[src/rtl/rtc_pflag_pkg.sv]
package rtc_pflag_pkg;

  typedef enum logic {
    MODE_PULSE = 1'b0,
    MODE_IRQ   = 1'b1
  } flag_mode_e;

  // interval length in ticks for a given select value
  function automatic int unsigned interval_ticks(int unsigned base, int unsigned sel);
    return base << sel;
  endfunction

  // self-restore time: half the interval, never below one tick
  function automatic int unsigned restore_of(int unsigned interval);
    return ((interval >> 1) == 0) ? 1 : (interval >> 1);
  endfunction

endpackage

[src/rtl/rtc_pflag_timer.sv]
module rtc_pflag_timer #(
  parameter int unsigned BASE_TICKS = 4,
  parameter int unsigned SEL_W      = 3,
  parameter int unsigned CNT_W      = 10
) (
  input  logic             clk,
  input  logic             rst_n,
  input  logic             tick_i,
  input  logic             mask_i,
  input  logic [SEL_W-1:0] sel_i,
  output logic [CNT_W-1:0] interval_o,
  output logic             event_o
);
  import rtc_pflag_pkg::*;

  localparam int unsigned MAX_INTERVAL = BASE_TICKS << ((1 << SEL_W) - 1);

  logic [CNT_W-1:0] cnt_q;

  assign interval_o = CNT_W'(interval_ticks(BASE_TICKS, 32'(sel_i)));
  assign event_o    = tick_i && !mask_i && (cnt_q >= interval_o - CNT_W'(1));

  always_ff @(posedge clk) begin
    if (!rst_n) begin
      cnt_q <= '0;
    end else if (mask_i) begin
      cnt_q <= '0;
    end else if (tick_i) begin
      cnt_q <= event_o ? '0 : cnt_q + CNT_W'(1);
    end
  end

  AST_CNT_IN_RANGE: assert property (@(posedge clk) disable iff (!rst_n)
    cnt_q < CNT_W'(MAX_INTERVAL));

  AST_MASK_HOLDS_CNT: assert property (@(posedge clk) disable iff (!rst_n)
    mask_i |=> (cnt_q == '0));

endmodule

[src/rtl/rtc_pflag_engine.sv]
module rtc_pflag_engine #(
  parameter int unsigned CNT_W      = 10,
  parameter int unsigned HOLD_TICKS = 4
) (
  input  logic                       clk,
  input  logic                       rst_n,
  input  logic                       tick_i,
  input  logic                       evt_i,
  input  rtc_pflag_pkg::flag_mode_e  mode_i,
  input  logic                       mask_i,
  input  logic                       dprot_i,
  input  logic                       rd_i,
  input  logic                       wr_i,
  input  logic                       wdata_i,
  input  logic [CNT_W-1:0]           restore_i,
  output logic                       flag_o
);
  import rtc_pflag_pkg::*;

  localparam logic [CNT_W-1:0] AGE_MAX = '1;
  localparam logic [CNT_W-1:0] HOLD_LIM = CNT_W'(HOLD_TICKS);

  logic             flag_q, flag_d;
  logic             pend_q, pend_d;
  logic [CNT_W-1:0] age_q, age_d, age_adv;
  logic             hold_done;

  // ticks are aged only while the flag is up; saturate at the top
  assign age_adv   = (tick_i && flag_q && (age_q != AGE_MAX)) ? age_q + CNT_W'(1) : age_q;
  assign hold_done = (age_adv >= HOLD_LIM);

  always_comb begin
    flag_d = flag_q;
    pend_d = pend_q;
    age_d  = age_adv;
    if (mask_i) begin
      flag_d = 1'b0;
      pend_d = 1'b0;
      age_d  = '0;
    end else if (mode_i == MODE_IRQ) begin
      if (!flag_q) begin
        if (evt_i) begin
          flag_d = 1'b1;
          pend_d = 1'b0;
          age_d  = '0;
        end
      end else if ((pend_q && hold_done) || (rd_i && (!dprot_i || hold_done))) begin
        flag_d = 1'b0;
        pend_d = 1'b0;
        age_d  = '0;
      end else if (rd_i) begin
        pend_d = 1'b1;
      end
    end else begin
      pend_d = 1'b0;
      if (evt_i) begin
        flag_d = 1'b1;
        age_d  = '0;
      end else if (flag_q && ((wr_i && !wdata_i) || (age_adv >= restore_i))) begin
        flag_d = 1'b0;
        age_d  = '0;
      end
    end
  end

  always_ff @(posedge clk) begin
    if (!rst_n) begin
      flag_q <= 1'b0;
      pend_q <= 1'b0;
      age_q  <= '0;
    end else begin
      flag_q <= flag_d;
      pend_q <= pend_d;
      age_q  <= age_d;
    end
  end

  assign flag_o = flag_q;

  AST_EVENT_SETS_FLAG: assert property (@(posedge clk) disable iff (!rst_n)
    (evt_i && !mask_i && !flag_q) |=> flag_q);

  AST_MASK_WIPES_STATE: assert property (@(posedge clk) disable iff (!rst_n)
    mask_i |=> (!flag_q && !pend_q && (age_q == '0)));

  AST_IRQ_WRITE_IGNORED: assert property (@(posedge clk) disable iff (!rst_n)
    ((mode_i == MODE_IRQ) && !mask_i && flag_q && wr_i && !rd_i && !pend_q) |=> flag_q);

  AST_HOLDOFF_KEEPS_FLAG: assert property (@(posedge clk) disable iff (!rst_n)
    ((mode_i == MODE_IRQ) && dprot_i && flag_q && !mask_i && !tick_i && (age_q < HOLD_LIM)) |=> flag_q);

  AST_PEND_NEEDS_FLAG: assert property (@(posedge clk) disable iff (!rst_n)
    pend_q |-> flag_q);

  AST_PULSE_READ_KEEPS: assert property (@(posedge clk) disable iff (!rst_n)
    ((mode_i == MODE_PULSE) && flag_q && !mask_i && rd_i && !wr_i && !tick_i) |=> flag_q);

endmodule

[src/rtl/rtc_periodic_flag.sv]
module rtc_periodic_flag #(
  parameter int unsigned BASE_TICKS = 4,
  parameter int unsigned SEL_W      = 3,
  parameter int unsigned HOLD_TICKS = 4
) (
  input  logic             clk,
  input  logic             rst_n,
  input  logic             tick_en,
  input  logic [SEL_W-1:0] period_sel,
  input  logic             irq_mode,
  input  logic             mask,
  input  logic             delay_protect,
  input  logic             flag_rd,
  input  logic             flag_wr,
  input  logic             flag_wdata,
  output logic             flag_o,
  output logic             req_n_o
);
  import rtc_pflag_pkg::*;

  localparam int unsigned MAX_INTERVAL = BASE_TICKS << ((1 << SEL_W) - 1);
  localparam int unsigned CNT_W        = $clog2(MAX_INTERVAL) + 1;

  logic [CNT_W-1:0] interval;
  logic [CNT_W-1:0] restore;
  logic             evt;
  logic             flag;
  flag_mode_e       mode;

  assign mode    = irq_mode ? MODE_IRQ : MODE_PULSE;
  assign restore = CNT_W'(restore_of(32'(interval)));

  rtc_pflag_timer #(
    .BASE_TICKS (BASE_TICKS),
    .SEL_W      (SEL_W),
    .CNT_W      (CNT_W)
  ) timer_i (
    .clk        (clk),
    .rst_n      (rst_n),
    .tick_i     (tick_en),
    .mask_i     (mask),
    .sel_i      (period_sel),
    .interval_o (interval),
    .event_o    (evt)
  );

  rtc_pflag_engine #(
    .CNT_W      (CNT_W),
    .HOLD_TICKS (HOLD_TICKS)
  ) engine_i (
    .clk       (clk),
    .rst_n     (rst_n),
    .tick_i    (tick_en),
    .evt_i     (evt),
    .mode_i    (mode),
    .mask_i    (mask),
    .dprot_i   (delay_protect),
    .rd_i      (flag_rd),
    .wr_i      (flag_wr),
    .wdata_i   (flag_wdata),
    .restore_i (restore),
    .flag_o    (flag)
  );

  assign flag_o  = flag;
  assign req_n_o = ~flag;

endmodule

[config.mk]
export PLATFORM = sky130hd
export DESIGN_NAME = rtc_periodic_flag
export DESIGN_NICKNAME = d
export VERILOG_FILES = /design/src/rtl/rtc_pflag_pkg.sv /design/src/rtl/rtc_pflag_timer.sv /design/src/rtl/rtc_pflag_engine.sv /design/src/rtl/rtc_periodic_flag.sv
export SDC_FILE = /design/constraint.sdc
export NUM_CORES = 1
export LEC_CHECK = 0
export ABC_CLOCK_PERIOD_IN_PS = 5400
export BUFFER_PORTS_ARGS = -buffer_cell sky130_fd_sc_hd__buf_2
export CORE_UTILIZATION = 55
export DETAILED_ROUTE_END_ITERATION = 10
export PLACE_DENSITY = 0.8
export SYNTH_ARGS = -nofsm -noshare
export SYNTH_HDL_FRONTEND = slang
export SYNTH_SLANG_ARGS = --single-unit
[constraint.sdc]
create_clock -name clk -period 5.4 [get_ports clk]
set_clock_uncertainty 0.05 [all_clocks]
set_input_delay 0.54 -clock clk [delete_from_list [all_inputs] [get_ports clk]]
set_output_delay 0.54 -clock clk [all_outputs]
set_load 0.01 [all_outputs]
* Word level (Yosys, flattened, before mapping)
Index checks and enable logic that the tools add are counted.
Operators by class: div/mod/pow operators 0, muxes and demuxes 20, equal/unequal tests 2, order comparisons 3, reduce and logical (&&, ||, !) cells 20, shifts and indexed selects 1, bitwise operators 3, $add $sub $neg 3, $mul 0
Operator list (number):
- $mux 10 | 8
- $logic_not 32->1 | 1
- $add 10x1->10 const B | 2
- $mux 1 | 11
- $ge 10x10->1 | 1
- $ge 10x3->1 const B | 1
- $ge 10x9->1 | 1
- $ne 10x10->1 const B | 1
- $shl 3x3->10 const A | 1
- $sub 10x1->10 const B | 1
- $mux 9 | 1
- $logic_and 1x1->1 | 8
- $logic_not 1->1 | 3
- $logic_or 1x1->1 | 3
- $ne 3x3->1 const B | 1
- $not 1->1 | 3
- $reduce_bool 3->1 | 1
- $reduce_or 3->1 | 1
- $reduce_and 2->1 | 1
- $reduce_bool 2->1 | 1
- $reduce_or 2->1 | 1
Word-level totals: latch bits 0, ROM bits 0, memory bits (writable) 0, register bits after elaboration 22, word-level logic and storage cells 56, output and inout port bits 2, memories 0

* Longest topological paths before layout
word-level depth 10, mapped depth 14, mapped depth without buffers 13

* Cells and area by module
A second synthesis with hierarchy kept.
Unflattened totals: cell total of the unflattened synthesis 240, area total of the unflattened synthesis 1901.8 µm²
Modules (own cells, without submodules):
- rtc_pflag_engine | cells an instance 128, times used 1, sequential area each 240.2 µm², area each 1049.8 µm²
- rtc_pflag_timer | cells an instance 99, times used 1, sequential area each 200.2 µm², area each 794.5 µm²
- rtc_periodic_flag | cells an instance 13, times used 1, sequential area each 0.0 µm², area each 57.6 µm²

* Worst setup path after synthesis
Ideal clock, no wire load.
path kind input to register, start input period_sel[1], end register engine_i.age_q[0], library setup time 126 ps, stages 13, setup slack 2032 ps, arrival 3193 ps, data required time 5224 ps, path through or3_1 > ha_1 > xor2_1 > nor2_1 > a21oi_1 > ha_1 > nor3_1 > or4b_2 > o21bai_1 > a21oi_2 > a21o_1 > buf_2 > a31oi_1
On the way: cells in the longest elaborated chain, start to end 9
RTL lines:
- start, declared | RTL line rtc_periodic_flag.sv:9 | input logic [SEL_W-1:0] period_sel,
- $shl 3x3->10 * | RTL line rtc_pflag_pkg.sv:10 | return base << sel;
- branches (longest 7 deep; another with $sub 10x1->10)
- $mux 10 * | RTL line rtc_pflag_engine.sv:40 | end else if (mode_i == MODE_IRQ) begin
- end signal, assigned | RTL line rtc_pflag_engine.sv:74 | age_q <= age_d;
- end, declared | RTL line rtc_pflag_engine.sv:25 | logic [CNT_W-1:0] age_q, age_d, age_adv;
Mark *: on every way between the ends. A chain may end at the register's enable or synchronous reset.

* Worst setup path in the final report
Same ends and word-level chain as after synthesis.

==> results.md <==
- Status: finished, final reports clean
- Fillers: about 280
- Syn Inst Count: 224
- I/O pin total: 14
- Setup repair bufs after CTS: 0
- Number of synthesized register bits: 22
- Pre-CTS setup slack: approximately 1.6 ns
- Core Area: a little over 0.003 mm2
- Fmax: 284 MHz
- Max-cap violation count: 0
- Req. time, crit path: ~5.6 ns
- CP peak stage delay: around 0.62 ns
- HP Start: engine_i.pend_q
- Mapped Avg Cell Area: 8.20 um2
- Reg2reg setup slack: between 1.5 and 2 ns
- Net Count, Synth: about 260
- Resize count post-CTS: 0
- Ys async rst share: 0%
- Worst R2R Path Depth: 13
- Routability cong.: ~0.83
- Hold path depth: 2
- Seq/Total Area, Yosys: a little under a quarter
- EDFF count, synth: 0
- Number of library cell types mapped by synthesis: 50
- Vias in the first global route: around 1500
- Port bufs: 13
- CP most frequent cell: ha_1
- Unrepaired setup endpoints after global routing: no
- Hold Path Sink: engine_i.pend_q
- Clock tree buffer depth: 2
- Fin. Hold Viols: 0
- Min Tclk post-route: around 3.5 ns
- Final-report max-slew violation count: 0
- Period Utilization, post-route: 65.2%
- Pre-Repair DR Iteration Count: 5
- Pin count of the biggest net entering global routing: 15
- Dpl hpwl: about 3.0 mm
- First-pass GRT wire length: ~6.8 mm
- CTS tree: done
- Final WL: around 4 mm
- Detailed-route via count: approximately 1700
- Share of cells above drive strength 1: 12.8%
- CP Class: input pin to register
- Initial Util: around 59%
- RR Endpoint: engine_i.flag_o
- Crit-path leading delay family: simple AND/OR/NAND/NOR gates
- CP Capture Type: register
- Final Power: ~330 uW
- Max VDD drop: roughly 240 uV
- Drt drc: 0
- Die H: 59.8 um
- Aggregate global routing overflow: 0
- Clock latency on the worst-skew pair: roughly 0.32 ns
- Final ANT Viol Nets: 0
- Die X: around 60 um
- Setup_tns: 0 ns
- Min Hold Slack: between 0.4 and 0.5 ns
- FF/Latch Area: 440 um2
- Via density: between 5 and 6
- WL per Instance: about 14 um
- Num rows: 20
- Slowest CP cell: or4b_2
- Reg2Reg Launch Point: engine_i.age_q[0]
- Cell area after synthesis: ~0.0018 mm2
- PD cells: about 170 mW/mm2
- Clock sink total: 22
- Crit path max fanout: 14
- CP bufs+invs: 1
- Pleak: roughly 0.00086 uW
- Startpoint Class: input pin
- Top FF cell, synth: dfxtp_1
- Critical path arrival: 3.68 ns
- Nets@finish: around 270
- Area Overhead vs Synth: 7.90%
- Setup ws final: around 1.9 ns
- Worst-path cell chain: buf_2, or3_1, ha_1, xor2_1, nor2_1, a21oi_1, ha_1, nor3_1, or4b_2, o21bai_1, a21oi_2, a21o_1, a31oi_1
- DRT iter0 DRCs: slightly above 80
- Clock-pin transition on the worst setup and hold timing paths: about 0.13 ns
- Multi-input logic area: around 0.0013 mm2
- GRT Total Usage: 25.2%
- H-tree levels: 1
- Initial antenna violation count: 0
- DIE AREA: between 0.003 and 0.004 mm2
- CTS hold repair buffers: 0
- Final setup vio count: 0
- CTS buffer count: 3
- YS warnings: 0
- ANT cells: 0
- Root Driver: clkbuf_4
- Worst Hold Class: register to register
-- synthesized netlist by cell type, drive strengths merged, types with 6 or more instances --
library cell	n	area, um2
nand2	13	48.8
dfxtp	22	440
nand4	10	77.6
a31oi	6	37.5
nand3	9	55.1
nor2	17	63.8
a21oi	10	53.8
or3	8	50.1
inv	14	52.6
xor2	12	105
ha	20	250
o21ai	8	43.8
-- layout make-up --
class	count	share of cell area (%)
multi-input cells	181	66.2
flip-flops and latches	22	22.2
repair buffers	13	3.28
inverters	15	2.84
well taps	44	2.78
clock inverters	1	1.52
clock buffers	3	1.14
-- cell families after synthesis --
family          count (synthesis)  synth area share, %
buf+inv                        21                 4.56
fa+ha+maj                      20                 13.6
simple gates                   89                 28.8
other cells                     2                0.409
flops                          22                 24.0
compound gates                 51                 19.1
mux                             5                 2.79
xor+xnor                       14                 6.68
-- cells in the final DEF (no fill, tap or decap), drive strengths merged, types with 2 or more instances in the layout --
master	netlist	routed
nor3	5	5
a21o	3	3
nand4	10	10
nor2	17	17
o22a	2	2
nand3b	5	5
a211oi	3	3
dfxtp	22	22
a31oi	6	6
o21a	2	2
xnor2	2	2
nand2	13	13
o22ai	2	2
ha	20	20
a21oi	10	10
nor4	3	3
or2	2	2
a21boi	5	5
mux2i	4	4
o21ai	8	8
clkbuf	2	3
a211o	2	2
or3	8	8
or4	2	2
nand3	9	9
and3	5	5
conb	2	2
buf	4	13
inv	14	14
xor2	12	12
nand2b	5	5
o21bai	2	2
nor2b	2	2
-- worst register-to-register path, cell delays in order, from the launching register on --
cell	delay [ns]
dfxtp_1	0.43
ha_1	0.33
nand4_1	0.21
or3_1	0.45
nand2_1	0.16
mux2i_1	0.26
inv_1	0.07
ha_1	0.19
a21o_1	0.14
a31oi_1	0.14
o21ai_0	0.18
a2111oi_0	0.38
o21ai_0	0.15
a211oi_1	0.24
-- per-stage QoR --
step                      instances  util [%]  instance area, um2
after floorplan                 224         -                1840
after global placement          275      62.2                1930
after detailed placement        275      62.2                1930
after CTS                       279      63.9                1980
after global routing            279      63.9                1980
final                           279      63.9                1980
-- routing by layer --
layer	up-vias	global-route usage, %	share of wire [%]
met4	0	10.3	1.8
met3	10	4.33	3.3
li1	847	-	-
met1	760	29.3	44
met2	40	45.2	51
met5	-	0	0
-- state kept, by name, summed over array words and instances, names as in the netlist --
register,flops
engine_i.pend_q,1
engine_i.age_q,10
engine_i.flag_o,1
timer_i.cnt_q,10
-- worst max path at each step --
stage	cells past startpoint	start	end	slack (ns)
2_1_floorplan	13	period_sel[1]	engine_i.age_q[0]	2.03
3_3_place_gp	13	period_sel[1]	engine_i.age_q[0]	1.67
3_5_place_dp	13	period_sel[1]	engine_i.age_q[0]	1.58
4_1_cts	13	period_sel[1]	engine_i.age_q[0]	1.89
5_1_grt	13	period_sel[1]	engine_i.age_q[8]	1.65
6_report	13	period_sel[1]	engine_i.age_q[0]	1.88
-- report_power, final --
part	switching [uW]	internal [uW]	leakage (uW)	total, uW
clock network	50.5	75.1	0.0000279	126
logic	23.2	15.9	0.000650	39.1
registers	0.871	163	0.000177	164
Note: power is estimated with default switching activity, not from simulation.
